## config.mk

```make
export PLATFORM = sky130hd
export DESIGN_NAME = rtc_serial_if
export DESIGN_NICKNAME = d
export VERILOG_FILES = /design/src/rtl/rtc_pkg.sv /design/src/rtl/rtc_cmd_decode.sv /design/src/rtl/rtc_field_store.sv /design/src/rtl/rtc_serial_if.sv
export SDC_FILE = /design/constraint.sdc
export NUM_CORES = 1
export LEC_CHECK = 0
export BUFFER_PORTS_ARGS = -buffer_cell sky130_fd_sc_hd__clkbuf_2
export CORE_MARGIN = 2
export CORE_UTILIZATION = 56
export DETAILED_ROUTE_END_ITERATION = 7
export PLACE_DENSITY = 0.73
export SLEW_MARGIN = 5
export SYNTH_ARGS = -nofsm -noshare
export SYNTH_HDL_FRONTEND = slang
export SYNTH_HIERARCHICAL = 1
export SYNTH_SLANG_ARGS = --single-unit
```

## constraint.sdc

```tcl
create_clock -name clk -period 2.39 [get_ports clk]
set_input_delay 0 -clock clk [delete_from_list [all_inputs] [get_ports clk]]
set_output_delay 0 -clock clk [all_outputs]
set_load 0.01 [all_outputs]
```

## src/rtl/rtc_pkg.sv

```systemverilog
package rtc_pkg;
    localparam int PIN_W      = 4;
    localparam int BYTE_W     = 8;
    localparam int NUM_FIELDS = 8;
    localparam int BIT_IDX_W  = $clog2(BYTE_W);
    localparam int FLD_IDX_W  = $clog2(NUM_FIELDS);
    localparam int FLAT_W     = NUM_FIELDS * BYTE_W;
    localparam int SEL_W      = 3;

    localparam int PIN_SCK = 0;
    localparam int PIN_SIO = 1;
    localparam int PIN_CS  = 2;

    localparam logic [3:0] CMD_TAG = 4'h6;

    localparam logic [SEL_W-1:0] SEL_RESET    = 3'd0;
    localparam logic [SEL_W-1:0] SEL_CTRL     = 3'd1;
    localparam logic [SEL_W-1:0] SEL_DATETIME = 3'd2;
    localparam logic [SEL_W-1:0] SEL_TIME     = 3'd3;

    typedef enum logic [1:0] {
        ST_IDLE,
        ST_CMD,
        ST_WR,
        ST_RD
    } rtc_state_e;

    // first storage slot of each register view
    function automatic logic [FLD_IDX_W-1:0] sel_base(input logic [SEL_W-1:0] sel);
        case (sel)
            SEL_DATETIME: return FLD_IDX_W'(1);
            SEL_TIME:     return FLD_IDX_W'(5);
            default:      return FLD_IDX_W'(0);
        endcase
    endfunction

    // index of the final byte of each register view
    function automatic logic [FLD_IDX_W-1:0] sel_last(input logic [SEL_W-1:0] sel);
        case (sel)
            SEL_DATETIME: return FLD_IDX_W'(6);
            SEL_TIME:     return FLD_IDX_W'(2);
            default:      return FLD_IDX_W'(0);
        endcase
    endfunction
endpackage

```

## src/rtl/rtc_cmd_decode.sv

```systemverilog
module rtc_cmd_decode
    import rtc_pkg::*;
(
    input  logic [BYTE_W-1:0] raw_byte,
    output logic              is_read,
    output logic [SEL_W-1:0]  sel
);
    logic [BYTE_W-1:0] mirrored;
    logic [BYTE_W-1:0] norm;

    for (genvar g = 0; g < BYTE_W; g++) begin : g_mirror
        assign mirrored[g] = raw_byte[BYTE_W-1-g];
    end

    assign norm    = (raw_byte[BYTE_W-1 -: 4] == CMD_TAG) ? raw_byte : mirrored;
    assign is_read = norm[0];
    assign sel     = norm[SEL_W:1];
endmodule

```

## src/rtl/rtc_field_store.sv

```systemverilog
module rtc_field_store
    import rtc_pkg::*;
(
    input  logic                 clk,
    input  logic                 rst_n,
    input  logic                 wr_en,
    input  logic [FLD_IDX_W-1:0] wr_idx,
    input  logic [BYTE_W-1:0]    wr_byte,
    input  logic                 clr_ctrl,
    input  logic [FLD_IDX_W-1:0] rd_idx,
    input  logic [BIT_IDX_W-1:0] rd_bit,
    output logic                 rd_val,
    output logic [FLAT_W-1:0]    fields_flat
);
    for (genvar g = 0; g < NUM_FIELDS; g++) begin : g_fld
        logic [BYTE_W-1:0] q;
        always_ff @(posedge clk or negedge rst_n) begin
            if (!rst_n)
                q <= '0;
            else if (wr_en && wr_idx == FLD_IDX_W'(g))
                q <= wr_byte;
            else if (clr_ctrl && (g == 0))
                q <= '0;
        end
        assign fields_flat[g*BYTE_W +: BYTE_W] = q;
    end

    assign rd_val = fields_flat[{rd_idx, rd_bit}];
endmodule

```

## src/rtl/rtc_serial_if.sv

```systemverilog
module rtc_serial_if
    import rtc_pkg::*;
(
    input  logic             clk,
    input  logic             rst_n,
    input  logic             dir_we,
    input  logic [PIN_W-1:0] dir_wdata,
    input  logic             data_we,
    input  logic [PIN_W-1:0] data_wdata,
    output logic [PIN_W-1:0] data_q
);
    rtc_state_e            state_q, state_d;
    logic [PIN_W-1:0]      dir_q;
    logic [PIN_W-1:0]      data_d;
    logic [BIT_IDX_W-1:0]  bit_q, bit_d;
    logic [FLD_IDX_W-1:0]  byte_q, byte_d;
    logic [SEL_W-1:0]      sel_q, sel_d;
    logic [BYTE_W-1:0]     shift_q, shift_d;

    logic [PIN_W-1:0]      masked;
    logic                  sck_rise, cs_new, sio_new;
    logic [BYTE_W-1:0]     full_byte;
    logic                  dec_read;
    logic [SEL_W-1:0]      dec_sel;
    logic [FLD_IDX_W-1:0]  fld_idx;
    logic                  last_bit, last_byte;
    logic                  wr_en, clr_ctrl, rd_val;
    logic [FLAT_W-1:0]     fields_flat;

    assign masked    = data_wdata & dir_q;
    assign cs_new    = masked[PIN_CS];
    assign sio_new   = masked[PIN_SIO];
    assign sck_rise  = data_we && !data_q[PIN_SCK] && masked[PIN_SCK];
    assign full_byte = {sio_new, shift_q[BYTE_W-2:0]};
    assign fld_idx   = sel_base(sel_q) + byte_q;
    assign last_bit  = (bit_q == BIT_IDX_W'(BYTE_W - 1));
    assign last_byte = (byte_q == sel_last(sel_q));

    rtc_cmd_decode u_dec (
        .raw_byte (full_byte),
        .is_read  (dec_read),
        .sel      (dec_sel)
    );

    rtc_field_store u_store (
        .clk         (clk),
        .rst_n       (rst_n),
        .wr_en       (wr_en),
        .wr_idx      (fld_idx),
        .wr_byte     (full_byte),
        .clr_ctrl    (clr_ctrl),
        .rd_idx      (fld_idx),
        .rd_bit      (bit_q),
        .rd_val      (rd_val),
        .fields_flat (fields_flat)
    );

    // state register
    always_ff @(posedge clk or negedge rst_n) begin
        if (!rst_n) begin
            state_q <= ST_IDLE;
            dir_q   <= '0;
            data_q  <= '0;
            bit_q   <= '0;
            byte_q  <= '0;
            sel_q   <= '0;
            shift_q <= '0;
        end else begin
            state_q <= state_d;
            if (dir_we)  dir_q  <= dir_wdata;
            if (data_we) data_q <= data_d;
            bit_q   <= bit_d;
            byte_q  <= byte_d;
            sel_q   <= sel_d;
            shift_q <= shift_d;
        end
    end

    // transitions and shift bookkeeping
    always_comb begin
        state_d  = state_q;
        bit_d    = bit_q;
        byte_d   = byte_q;
        sel_d    = sel_q;
        shift_d  = shift_q;
        wr_en    = 1'b0;
        clr_ctrl = 1'b0;
        if (data_we) begin
            unique case (state_q)
                ST_IDLE: begin
                    if (data_q[PIN_SCK] && !data_q[PIN_CS] && cs_new) begin
                        state_d = ST_CMD;
                        bit_d   = '0;
                        shift_d = '0;
                    end
                end
                ST_CMD: begin
                    if (!cs_new) begin
                        state_d = ST_IDLE;
                    end else if (sck_rise) begin
                        shift_d[bit_q] = sio_new;
                        bit_d          = bit_q + 1'b1;
                        if (last_bit) begin
                            shift_d = '0;
                            byte_d  = '0;
                            sel_d   = dec_sel;
                            if (dec_sel == SEL_RESET) begin
                                clr_ctrl = 1'b1;
                                state_d  = ST_IDLE;
                            end else if (dec_sel == SEL_CTRL || dec_sel == SEL_DATETIME ||
                                         dec_sel == SEL_TIME) begin
                                state_d = dec_read ? ST_RD : ST_WR;
                            end else begin
                                state_d = ST_IDLE;
                            end
                        end
                    end
                end
                ST_WR: begin
                    if (!cs_new) begin
                        state_d = ST_IDLE;
                        byte_d  = '0;
                    end else if (sck_rise) begin
                        shift_d[bit_q] = sio_new;
                        bit_d          = bit_q + 1'b1;
                        if (last_bit) begin
                            wr_en   = 1'b1;
                            shift_d = '0;
                            byte_d  = byte_q + 1'b1;
                            if (last_byte) begin
                                byte_d  = '0;
                                state_d = ST_IDLE;
                            end
                        end
                    end
                end
                ST_RD: begin
                    if (!cs_new) begin
                        state_d = ST_IDLE;
                        byte_d  = '0;
                    end else if (sck_rise) begin
                        bit_d = bit_q + 1'b1;
                        if (last_bit) begin
                            byte_d = byte_q + 1'b1;
                            if (last_byte) begin
                                byte_d  = '0;
                                state_d = ST_IDLE;
                            end
                        end
                    end
                end
            endcase
        end
    end

    // returned pin value
    always_comb begin
        data_d = masked;
        if (state_q == ST_RD && cs_new && sck_rise)
            data_d[PIN_SIO] = rd_val;
    end
endmodule

```

* Yosys cells after proc, flatten, opt, wreduce, memory -nomap -nowiden *
Cells that the tools add are included.

word-level totals
  word-level logic and storage cells = 137
  bits in registers = 91
  output and inout port bits = 4

operators by class
  equal/unequal tests = 31
  add/sub/neg operators = 3
  mux-type cells = 51
  $lt $le $gt $ge = 3
  reduce and logical (&&, ||, !) cells = 33
  bitwise gates (word level) = 1

operators with widths
  kind                                                                          count
  8-bit two-way mux                                                             6
  3-bit two-way mux                                                             10
  3-bit one-hot mux with 2 select lines                                         4
  2-bit two-way mux                                                             10
  3-bit by 2-bit == test with 1-bit output, second input constant               6
  8-bit one-hot mux with 2 select lines                                         1
  3-bit == test, second input constant                                          5
  1-bit logical AND                                                             15
  1-bit two-way mux                                                             15
  7-bit AND reduction                                                           2
  5-bit AND reduction                                                           2
  3-bit by 2-bit != test with 1-bit output, second input constant               3
  8-bit bitwise mux                                                             1
  2-bit by 1-bit != test with 1-bit output, second input constant               4
  2-bit != test, second input constant                                          4
  6-bit by 7-bit less-than comparator with 1-bit output, second input constant  1
  3-bit by 1-bit adder with 3-bit output, second input constant                 2
  1-bit binary-select mux with 6-bit select                                     1
  3-bit by 1-bit == test with 1-bit output, second input constant               2
  3-bit logical NOT                                                             2
  3-bit != test, second input constant                                          2
  2-bit one-hot mux with 3 select lines                                         1
  2-bit nonzero test                                                            3
  4-bit AND                                                                     1
  15 further kinds                                                              19

* Logic depth before layout (Yosys ltp) *
Gate-level depths: netlist (run 1).

  word-level depth = 12
  depth in mapped cells = 11
  mapped depth without buffers = 9

* By module *
Netlist (run 1), hierarchy kept.

by module, submodules not included
  module           area an instance (µm²)  cells each  times used
  rtc_field_store  3011.6                  201         1
  rtc_serial_if    1500.2                  152         1
  rtc_cmd_decode   52.6                    9           1

* Worst setup path after synthesis (run 1) *
OpenSTA, ideal clock, no wires.

  kind = register -> register
  start = reg sel_q[1]
  end = reg data_q[1]
  library setup time = 0.125 ns
  buffers on the path = 1
  data required time = 2.265 ns
  clock period less this slack = 2.476 ns
  arrival time = 2.352 ns
  stages on the path, launching flop included = 10
  setup slack = -0.086 ns
  path through = dfrtp_1 -> nor2b_1 -> ha_1 -> ha_1 -> clkbuf_1 -> mux4_2 -> or2_0 -> a32o_1 -> a31oi_1 -> a21oi_1

between the ends
  longest elaborated chain between the ends = 6
  elaborated cells on any way between the ends = 7

ends and longest elaborated chain
  item                                           RTL line               text
  start, declared                                rtc_serial_if.sv:17    logic [SEL_W-1:0] sel_q, sel_d;
  start signal, assigned                         rtc_serial_if.sv:74    sel_q <= sel_d;
  3-bit by 2-bit == test with 1-bit output       rtc_pkg.sv:30          case (sel)
  3-bit one-hot mux with 2 select lines (*)      rtc_pkg.sv:30
  3-bit adder (*)                                rtc_serial_if.sv:35    assign fld_idx = sel_base(sel_q) + byte_q;
  via fld_idx[1]                                 rtc_serial_if.sv:25    logic [FLD_IDX_W-1:0] fld_idx;
  1-bit binary-select mux with 6-bit select (*)  rtc_field_store.sv:28  assign rd_val = fields_flat[{rd_idx, rd_bit}];
  1-bit two-way mux (not written as such) (*)    rtc_field_store.sv:28
  via rd_val                                     rtc_serial_if.sv:27    logic wr_en, clr_ctrl, rd_val;
  1-bit two-way mux (*)                          rtc_serial_if.sv:159   if (state_q == ST_RD && cs_new && sck_rise)
  end signal, assigned                           rtc_serial_if.sv:71    if (data_we) data_q <= data_d;
  end, declared                                  rtc_serial_if.sv:10    output logic [PIN_W-1:0] data_q

Mark *: on every way through the listed nets, which the timed path passes. The rest lies on a longest branch. The select of a mux whose other input is x is not followed.
A chain may end at the register's enable or synchronous reset.

* Worst setup path after layout (run 1) *
Same ends and word-level chain as after synthesis.

==> results of run 1 <==
## routing by layer
metal | part of all wire | track usage | vias up | wire [microns]
met3 | 0.062 | 0.0538 | 12 | 663
met1 | 0.42 | 0.342 | 1639 | 4480
li1 | - | - | 1460 | -
met5 | 0 | 0 | - | 0
met2 | 0.50 | 0.427 | 79 | 5370
met4 | 0.014 | 0.0761 | 0 | 149
## power breakdown
part	leakage [uW]	internal (uW)	switching, uW	total (uW)
logic	0.00122	393	507	900
clock network	0.0000979	498	570	1070
registers	0.00124	1590	162	1750
total	0.00256	2480	1240	3720
## timing repair
| item | in CTS | in global routing |
|---|---|---|
| gates resized for setup | 5 | 15 |
| setup buffers | 3 | 2 |
| pin swaps | 1 | 5 |
| hold buffers | 13 | 0 |
| endpoints found under the setup margin | 17 | 52 |
| hold endpoints to repair | 43 | 0 |
## critical path, stage by stage, from the launching register on
cell and delay (ns):
dfrtp_1 0.39, nor2b_4 0.14, ha_4 0.16, ha_4 0.29, mux4_2 0.50, or2_0 0.23, a32o_2 0.24, a31oi_1 0.16
a21oi_1 0.09
## cells by family (layout without fill, tap and decap cells)
| kind of cell | count (synthesis) | count (layout) | synth area share |
|---|---|---|---|
| DFF | 90 | 90 | 0.493 |
| and+or+nand+nor | 84 | 84 | 0.105 |
| adders and majority gates | 10 | 10 | 0.0274 |
| muxes | 87 | 87 | 0.261 |
| buffers and inverters | 32 | 99 | 0.0296 |
| xor gates and xnor gates | 2 | 2 | 0.00384 |
| AOI/OAI and AO/OA | 57 | 57 | 0.0798 |
## flip-flops by register name (all words and copies together) (netlist names)
register and count:
data_q 4, byte_q 3, dir_q 4, shift_q 7, state_q 2, u_store/g_fld.q 64, bit_q 3, sel_q 3
## final cells by class
cell class | instances | area (sq um)
repair buffers | 68 | 533
multi-input cells | 240 | 2240
fillers | 561 | 2390
clock inverters | 6 | 72.6
clock buffers | 10 | 128
well taps | 102 | 128
inverters | 15 | 56.3
flip-flops and latches | 90 | 2250
## final timing paths
| path | startpoint | to |
|---|---|---|
| setup / recovery | sel_q[1] | data_q[1] |
| hold / removal | data_wdata[1] | shift_q[5] |
| setup reg to reg | sel_q[1] | data_q[1] |
| hold reg to reg | u_store/g_fld[6].q[5] | u_store/g_fld[6].q[5] |
| max in group asynchronous | rst_n | bit_q[1] |
| min in group asynchronous | rst_n | byte_q[1] |
## placed cells by master (no fill, tap or decap), types with 4 or more instances in the layout
cell           Yosys  routed
clkbuf_8           0       9
o21ai_0           23      23
a31oi_1            8       8
ha_1              10       8
nand2b_1          14      13
inv_1             15      15
dlygate4sd3_1      0      13
nand2_1           20      20
mux4_2            10      13
mux4_1             7       4
clkbuf_2           0      14
a21oi_1            9       9
mux2i_1            4       4
nor2_1            10      10
buf_4              1      39
dfrtp_1           90      89
nand3_1           11      11
mux2_2            66      66
## per-stage QoR
step	worst slack (ns)	instance area (sq um)	hold slack, ns
final	0.0588	5420	0.0320
after global routing	-0.00490	5420	0.0523
after floorplan	-0.0654	4570	-0.296
after global placement	-0.0901	4980	-0.00921
after CTS	0.0133	5360	0.00917
after detailed placement	-0.146	4980	-0.00224
==> impl_metrics.env, run 1 <==
export IMPL_mappedNetlistArea_sq_um=4560
export IMPL_die_h_microns=94.3
export IMPL_ir_drop_uv=432
export IMPL_dp_cells=497
export IMPL_grt_pass1_wl_mm=17.0
export IMPL_drv_cap=0
export IMPL_grt_ovfl_total=0
export IMPL_wirelength_mm=10.7
export IMPL_synth_enable_flop_cells=0
export IMPL_min_period_over_period=0.975
export IMPL_slew_headroom=0.598
export IMPL_ant_nets=0
export IMPL_p_total_uw=3720
export IMPL_vias=3190
export IMPL_seq_area_frac_synth=0.493
export IMPL_n_antenna_cell=0
export IMPL_setup_tns_ns=0
export IMPL_io_pins=16
export IMPL_async_flop_share=1.00
export IMPL_wire_per_inst_microns=20.1
export IMPL_netlist_top_cells_count="90 x dfrtp_1, 66 x mux2_2, 23 x o21ai_0"
export IMPL_synth_distinct_cells=50
export IMPL_clk_pin_slew_ns=0.10
export IMPL_gp_congestion=0.882
export IMPL_cp_end_kind="register"
export IMPL_cp_data_arrival_time_ns=2.56
export IMPL_antenna_found_initial=0
export IMPL_drt_drc_violations_left=0
export IMPL_powerDensity_nw_per_um2=687
export IMPL_tightest_slew_ns=0.603
export IMPL_setup_viol=0
export IMPL_ys_ff_latch=90
export IMPL_fmax_mhz=429
export IMPL_leakagePower_uw=0.00256
export IMPL_worstSetupPathType="reg -> reg"
export IMPL_die_w_microns=94.3
export IMPL_nets=446
export IMPL_root_buffer="clkbuf_8"
export IMPL_syn_nets=384
export IMPL_yosysMostFrequentCell="dfrtp_1"
export IMPL_drv_slew=0
export IMPL_core_area_sq_um=7810
export IMPL_crit_path_start_kind="register"
export IMPL_synth_top_flop_cell="dfrtp_1"
export IMPL_hold_path_class="in -> reg"
export IMPL_grt_util_all_layers=0.257
export IMPL_ys_warnings_count=6
export IMPL_syn2layout_area_growth_pct=18.6
export IMPL_rr_worst_depth=8
export IMPL_rsz0062_at_grt="yes"
export IMPL_dp_hpwl_mm=6.85
export IMPL_avgSynthCellArea_sq_um=12.6
export IMPL_cts_tree="done"
export IMPL_yosys_area_top_type_share=0.493
export IMPL_grt_pass1_vias=3261
export IMPL_status="complete, no violations"
export IMPL_cts_sinks=90
export IMPL_htree_levels=3
export IMPL_skew_ns=0.0111
export IMPL_numCtsBuffers=9
export IMPL_layout_drive_gt1_share=0.389
export IMPL_timing_final_crit_period_ns=2.33
export IMPL_clk_path_buf_depth=2
export IMPL_drt_iter0_markers=161
export IMPL_via_per_inst=6.01
export IMPL_cp_required_ns=2.62
export IMPL_die_area_sq_um=8890
export IMPL_ff2ff_setup_slack_ns=0.06
export IMPL_grt_max_degree=39
export IMPL_numPortBuffers=15
export IMPL_row_count=32
export IMPL_yosysTopAreaCell="dfrtp_1"
export IMPL_start_util=0.585
export IMPL_final_core_util=0.694
export IMPL_worstPathMaxFanout=3
export IMPL_dr_pass1_iters=4
export IMPL_synthCells=362
export IMPL_fin_cells=531
export IMPL_hold_depth=3
export IMPL_clk_latency_ns=0.36
export IMPL_synthTopCellsByArea="dfrtp_1 49%, mux2_2 16%, mux4_2 4.9%"
export IMPL_hold_viol=0
Power figures use the tool's default switching activity.
==> run 2: changes to the inputs <==
--- a/config.mk
+++ b/config.mk
@@ -7,11 +7,9 @@
 export LEC_CHECK = 0
 export BUFFER_PORTS_ARGS = -buffer_cell sky130_fd_sc_hd__clkbuf_2
 export CORE_MARGIN = 2
-export CORE_UTILIZATION = 56
+export CORE_UTILIZATION = 49
 export DETAILED_ROUTE_END_ITERATION = 7
-export PLACE_DENSITY = 0.73
-export SLEW_MARGIN = 5
+export PLACE_DENSITY = 0.65
 export SYNTH_ARGS = -nofsm -noshare
 export SYNTH_HDL_FRONTEND = slang
-export SYNTH_HIERARCHICAL = 1
 export SYNTH_SLANG_ARGS = --single-unit
==> impl_metrics.env, run 2 <==
export IMPL_clk_path_buf_depth=2
export IMPL_worstPathMaxFanout=8
export IMPL_drv_slew=0
export IMPL_drv_cap=0
export IMPL_clk_latency_ns=0.37
export IMPL_p_int_uw=2480
export IMPL_max_stage_delay_ns=0.39
export IMPL_syn2layout_area_growth_pct=19.5
export IMPL_comb_power_share=0.260
export IMPL_die_h_microns=100
export IMPL_numCtsBuffers=9
export IMPL_grt_pass1_wl_mm=16.9
export IMPL_yosys_area_top_type_share=0.496
export IMPL_netlist_top_cells_count="90 x dfrtp_1, 63 x mux2_2, 26 x o21ai_0"
export IMPL_dp_hpwl_mm=6.96
export IMPL_nets=438
export IMPL_slew_headroom=0.649
export IMPL_skew_ns=0.00810
export IMPL_n_antenna_cell=0
export IMPL_fmax_mhz=421
export IMPL_setup_viol=0
export IMPL_via_per_inst=5.87
export IMPL_worst_path_max_delay_cell="dfrtp_1"
export IMPL_status="complete, no violations"
export IMPL_mappedNetlistArea_sq_um=4540
export IMPL_gp_congestion=0.861
export IMPL_io_pins=16
export IMPL_fin_cells=532
export IMPL_leakagePower_uw=0.00248
export IMPL_crit_path_start_kind="register"
export IMPL_ys_ff_latch=90
export IMPL_hold_viol=0
export IMPL_grt_pass1_vias=3264
export IMPL_syn_nets=384
export IMPL_drt_iter0_markers=257
export IMPL_final_common_cell="dfrtp_1"
export IMPL_row_count=35
export IMPL_synth_top_flop_cell="dfrtp_1"
export IMPL_drt_drc_violations_left=0
export IMPL_path_delay_family="simple AND/OR/NAND/NOR gates"
export IMPL_cts_sinks=90
export IMPL_grt_ovfl_total=0
export IMPL_p_sw_frac=0.342
export IMPL_layout_drive_gt1_share=0.392
export IMPL_reg_top3="u_store.g_fld.q x64, shift_q x7"
export IMPL_vias=3123
export IMPL_dr_pass1_iters=4
export IMPL_yosysMostFrequentCell="dfrtp_1"
export IMPL_htree_levels=3
export IMPL_ir_drop_uv=337
export IMPL_p_seq_frac=0.448
export IMPL_largest_reg_flops=64
export IMPL_crit_buf_inv=2
export IMPL_wirelength_mm=10.2
export IMPL_seq_area_frac_synth=0.496
export IMPL_power_switching_uw=1290
export IMPL_synthCells=362
export IMPL_layout_common_cells="90 x dfrtp_1, 55 x mux2_2, 29 x buf_4"
export IMPL_yosysTopAreaCell="dfrtp_1"
export IMPL_power_frac_clock=0.292
export IMPL_synth_enable_flop_cells=0
export IMPL_powerDensity_nw_per_um2=695
export IMPL_dp_cells=498
export IMPL_cp_data_arrival_time_ns=2.63
export IMPL_crit_path_frequent_cell="ha_4"
export IMPL_wire_per_inst_microns=19.2
export IMPL_clk_pin_slew_ns=0.10
export IMPL_cts_tree="done"
export IMPL_ant_nets=0
export IMPL_min_period_over_period=0.994
export IMPL_die_w_microns=100
export IMPL_rsz0062_at_grt="yes"
export IMPL_async_flop_share=1.00
export IMPL_numPortBuffers=15
export IMPL_largest_register="u_store.g_fld.q"
export IMPL_synth_distinct_cells=55
export IMPL_dp_slack_ns=-0.0129
export IMPL_grt_util_all_layers=0.220
export IMPL_setup_ws_ns=0.0137
export IMPL_worstPathCellList="nor2b_4, ha_4, ha_4, xnor2_4, xnor2_2, nand4b_1, buf_4, nor3_4, buf_12, mux2_4"
export IMPL_cp_end_kind="register"
export IMPL_hold_path_class="in -> reg"
export IMPL_tightest_slew_ns=0.526
export IMPL_cp_required_ns=2.65
export IMPL_die_area_sq_um=10100
export IMPL_grt_max_degree=56
export IMPL_root_buffer="clkbuf_8"
export IMPL_avgSynthCellArea_sq_um=12.5
export IMPL_synthTopCellsByArea="dfrtp_1 50%, mux2_2 16%, mux4_2 5.5%"
export IMPL_timing_final_crit_period_ns=2.38
export IMPL_start_util=0.498
export IMPL_antenna_found_initial=0
export IMPL_worstSetupPathType="reg -> reg"
export IMPL_core_area_sq_um=9110
export IMPL_ys_warnings_count=0
-- run 2: cell types whose count changed after synthesis, sizes merged, moves of 4 or more --
| cell | delta |
|---|---|
| inv | -5 |
| nand3 | -7 |
| a22o | +8 |
| nand2b | -11 |
| a31oi | -7 |
| mux4 | -6 |
| mux2i | +6 |
| buf | +4 |
| nand3b | +5 |
| nor2 | +7 |
-- run 2: metrics by stage --
step,area [sq um],hold slack [ns],util,power (uW),TNS (ns)
after floorplan,4540,-0.296,-,2330,0
after detailed placement,4950,-0.00598,0.543,2670,-0.0598
final,5430,0.0539,0.596,3770,0
after global placement,4950,-0.0167,0.543,2660,0
after CTS,5310,0.0497,0.582,3800,0
after global routing,5430,0.0842,0.596,3980,-0.984
-- run 2: timing repair --
action                                 4_1_cts  5_1_grt
setup buffers                                2        3
endpoints found under the hold margin       41        0
pin swaps                                    2        3
gates cloned                                 0        0
resized for setup                            1       19
hold buffers                                13        0
setup endpoints to repair                   50       64
-- run 2: power groups by stage --
stage	registers [uW]	logic (uW)	clock network [uW]
2_1_floorplan	1650	677	0
3_3_place_gp	1720	947	0
3_5_place_dp	1720	952	0
4_1_cts	1690	979	1130
5_1_grt	1700	1080	1200
6_report	1690	982	1100
-- run 2: per-layer routing --
metal	vias to the layer above	wire, microns	GRT usage
li1	1448	-	-
met1	1596	4420	0.295
met2	67	5240	0.376
met3	12	472	0.0404
met4	0	101	0.0485
met5	-	0	0
-- run 2: final cells by class --
class	instances	area, sq um
clock inverter	7	83.8
multi-input combinational	241	2250
timing repair buffer	63	541
tap	111	139
inverter	11	41.3
fill	747	3680
sequential	90	2250
clock buffer	9	124
-- run 2: worst register-to-register path, stage by stage (launching register included) --
cell	delay, ns
dfrtp_1	0.39
nor2b_4	0.14
ha_4	0.16
ha_4	0.17
xnor2_4	0.13
xnor2_2	0.16
nand4b_1	0.25
buf_4	0.20
nor3_4	0.21
buf_12	0.16
mux2_4	0.30
-- run 2: logic make-up (layout without fill, tap and decap cells) --
| logic type | Yosys count | in the layout | synth area share |
|---|---|---|---|
| flops | 90 | 90 | 0.496 |
| mux | 85 | 85 | 0.236 |
| compound gates | 73 | 73 | 0.110 |
| simple gates | 70 | 70 | 0.0945 |
| buf+inv | 31 | 90 | 0.0298 |
| fa+ha+maj | 10 | 10 | 0.0276 |
| xor+xnor | 3 | 3 | 0.00579 |
-- run 2: worst paths after layout --
kind / start / to / slack (ns) / depth (start not counted)
worst max-delay path: sel_q[1] / u_store.g_fld[4].q[5] / 0.01 / 10
worst min-delay path: data_we / data_q[2] / 0.05 / 2
worst max register to register: sel_q[1] / u_store.g_fld[4].q[5] / 0.01 / 10
worst min register to register: u_store.g_fld[0].q[1] / u_store.g_fld[0].q[1] / 0.51 / 1
max in group asynchronous: rst_n / u_store.g_fld[1].q[7] / 1.60 / 3
min in group asynchronous: rst_n / data_q[3] / 0.13 / 2
==> run 3: changes to the inputs <==
--- a/config.mk
+++ b/config.mk
@@ -10,6 +10,7 @@
 export CORE_UTILIZATION = 49
 export DETAILED_ROUTE_END_ITERATION = 7
 export PLACE_DENSITY = 0.65
+export SETUP_SLACK_MARGIN = 0.1
 export SYNTH_ARGS = -nofsm -noshare
 export SYNTH_HDL_FRONTEND = slang
 export SYNTH_SLANG_ARGS = --single-unit
==> impl_metrics.env, run 3 (synthesis gave the netlist of run 2 again) <==
export IMPL_grt_pass1_wl_mm=17.2
export IMPL_die_h_microns=100
export IMPL_start_util=0.498
export IMPL_grt_max_degree=55
export IMPL_status="complete, no violations"
export IMPL_setup_tns_ns=0
export IMPL_via_per_inst=5.87
export IMPL_clk_latency_ns=0.36
export IMPL_cp_data_arrival_time_ns=2.54
export IMPL_hold_path_class="in -> reg"
export IMPL_nets=437
export IMPL_root_buffer="clkbuf_8"
export IMPL_hold_viol=0
export IMPL_gp_congestion=0.797
export IMPL_dp_slack_ns=0.101
export IMPL_row_count=35
export IMPL_drv_cap=0
export IMPL_clk_pin_slew_ns=0.09
export IMPL_slew_headroom=0.533
export IMPL_fmax_mhz=435
export IMPL_die_w_microns=100
export IMPL_largest_reg_flops=64
export IMPL_holdWs_ns=0.0145
export IMPL_numCtsBuffers=9
export IMPL_drv_slew=0
export IMPL_min_period_over_period=0.962
export IMPL_setup_viol=0
export IMPL_skew_ns=0.0129
export IMPL_numPortBuffers=15
export IMPL_layout_common_cells="90 x dfrtp_1, 47 x mux2_2, 28 x buf_4"
export IMPL_wirelength_mm=10.4
export IMPL_tightest_slew_ns=0.701
export IMPL_grt_ovfl_total=0
export IMPL_n_antenna_cell=0
export IMPL_dr_pass1_iters=4
export IMPL_worstSetupPathType="reg -> reg"
export IMPL_ir_drop_uv=340
export IMPL_die_area_sq_um=10100
export IMPL_vias=3118
export IMPL_core_area_sq_um=9110
export IMPL_syn2layout_area_growth_pct=20.7
export IMPL_antenna_found_initial=0
export IMPL_crit_path_start_kind="register"
export IMPL_grt_util_all_layers=0.223
export IMPL_cts_sinks=90
export IMPL_drt_iter0_markers=228
export IMPL_cts_tree="done"
export IMPL_worstPathMaxFanout=8
export IMPL_leakagePower_uw=0.00249
export IMPL_largest_register="u_store.g_fld.q"
export IMPL_layout_drive_gt1_share=0.400
export IMPL_dp_hpwl_mm=6.81
export IMPL_io_pins=16
export IMPL_final_common_cell="dfrtp_1"
export IMPL_cp_required_ns=2.63
export IMPL_powerDensity_nw_per_um2=700
export IMPL_htree_levels=3
export IMPL_timing_final_crit_period_ns=2.30
export IMPL_grt_pass1_vias=3225
export IMPL_rsz0062_at_grt="yes"
export IMPL_cp_end_kind="register"
export IMPL_setup_ws_ns=0.0910
export IMPL_final_fill_count=746
export IMPL_reg_top3="u_store.g_fld.q x64, shift_q x7"
export IMPL_clk_path_buf_depth=2
export IMPL_wire_per_inst_microns=19.5
export IMPL_ant_nets=0
export IMPL_drt_drc_violations_left=0
[run 3: changes by cell type in the layout (fill, tap and decap cells not counted), sizes merged]
cell,change
clkbuf,+1
dlygate4sd3,-1
clkinv,+2
inv,-3
[run 3: cell type report]
type / count / area (sq um) / share of cell area
clock buffers: 10 / 138 / 0.0251
clock inverters: 6 / 65.1 / 0.0119
inverters: 11 / 41.3 / 0.00754
multi-input cells: 241 / 2290 / 0.418
flip-flops and latches: 90 / 2250 / 0.411
well taps: 111 / 139 / 0.0253
repair buffers: 62 / 552 / 0.101
[run 3: final timing paths]
kind | start | to | slack (ns) | cells past startpoint
setup reg to reg | sel_q[1] | u_store.g_fld[4].q[4] | 0.09 | 10
hold / removal | data_we | data_q[3] | 0.01 | 2
setup / recovery | sel_q[1] | u_store.g_fld[4].q[4] | 0.09 | 10
max in group asynchronous | rst_n | u_store.g_fld[3].q[3] | 1.54 | 3
min in group asynchronous | rst_n | data_q[3] | 0.21 | 2
hold reg to reg | u_store.g_fld[0].q[7] | u_store.g_fld[0].q[7] | 0.51 | 1
[run 3: per-stage QoR]
stage | std cells | util | total power [uW] | instance area, sq um
finish | 531 | 0.602 | 3830 | 5480
global route | 531 | 0.602 | 4020 | 5480
CTS | 526 | 0.586 | 3790 | 5340
detailed placement | 496 | 0.547 | 2710 | 4980
global placement | 496 | 0.547 | 2700 | 4980
floorplan | 362 | - | 2330 | 4560
[run 3: critical path, cell delays in order (launching register included)]
cell,delay (ns)
dfrtp_1,0.38
nor2b_4,0.14
ha_4,0.16
ha_4,0.17
xnor2_4,0.15
xnor2_2,0.16
nand4b_1,0.21
buf_6,0.17
nor3_4,0.20
buf_12,0.16
mux2_4,0.29
[run 3: repair_timing]
action / in CTS / in global routing
pin swaps: 1 / 4
gates resized for setup: 4 / 22
buffers inserted: 2 / 5
hold buffers: 12 / 0
endpoints found under the setup margin: 47 / 65
hold endpoints to repair: 59 / 0
[run 3: routing by layer]
layer	global-route usage	vias to the layer above	wire (microns)
met4	0.0611	0	148
met3	0.0390	12	413
met2	0.350	70	4860
met1	0.324	1583	4940
met5	0	-	0
li1	-	1453	-
[run 3: report_power, final]
group	internal [uW]	switching [uW]
combinational	451	646
sequential	1590	81.3
clock	514	556
total	2550	1280
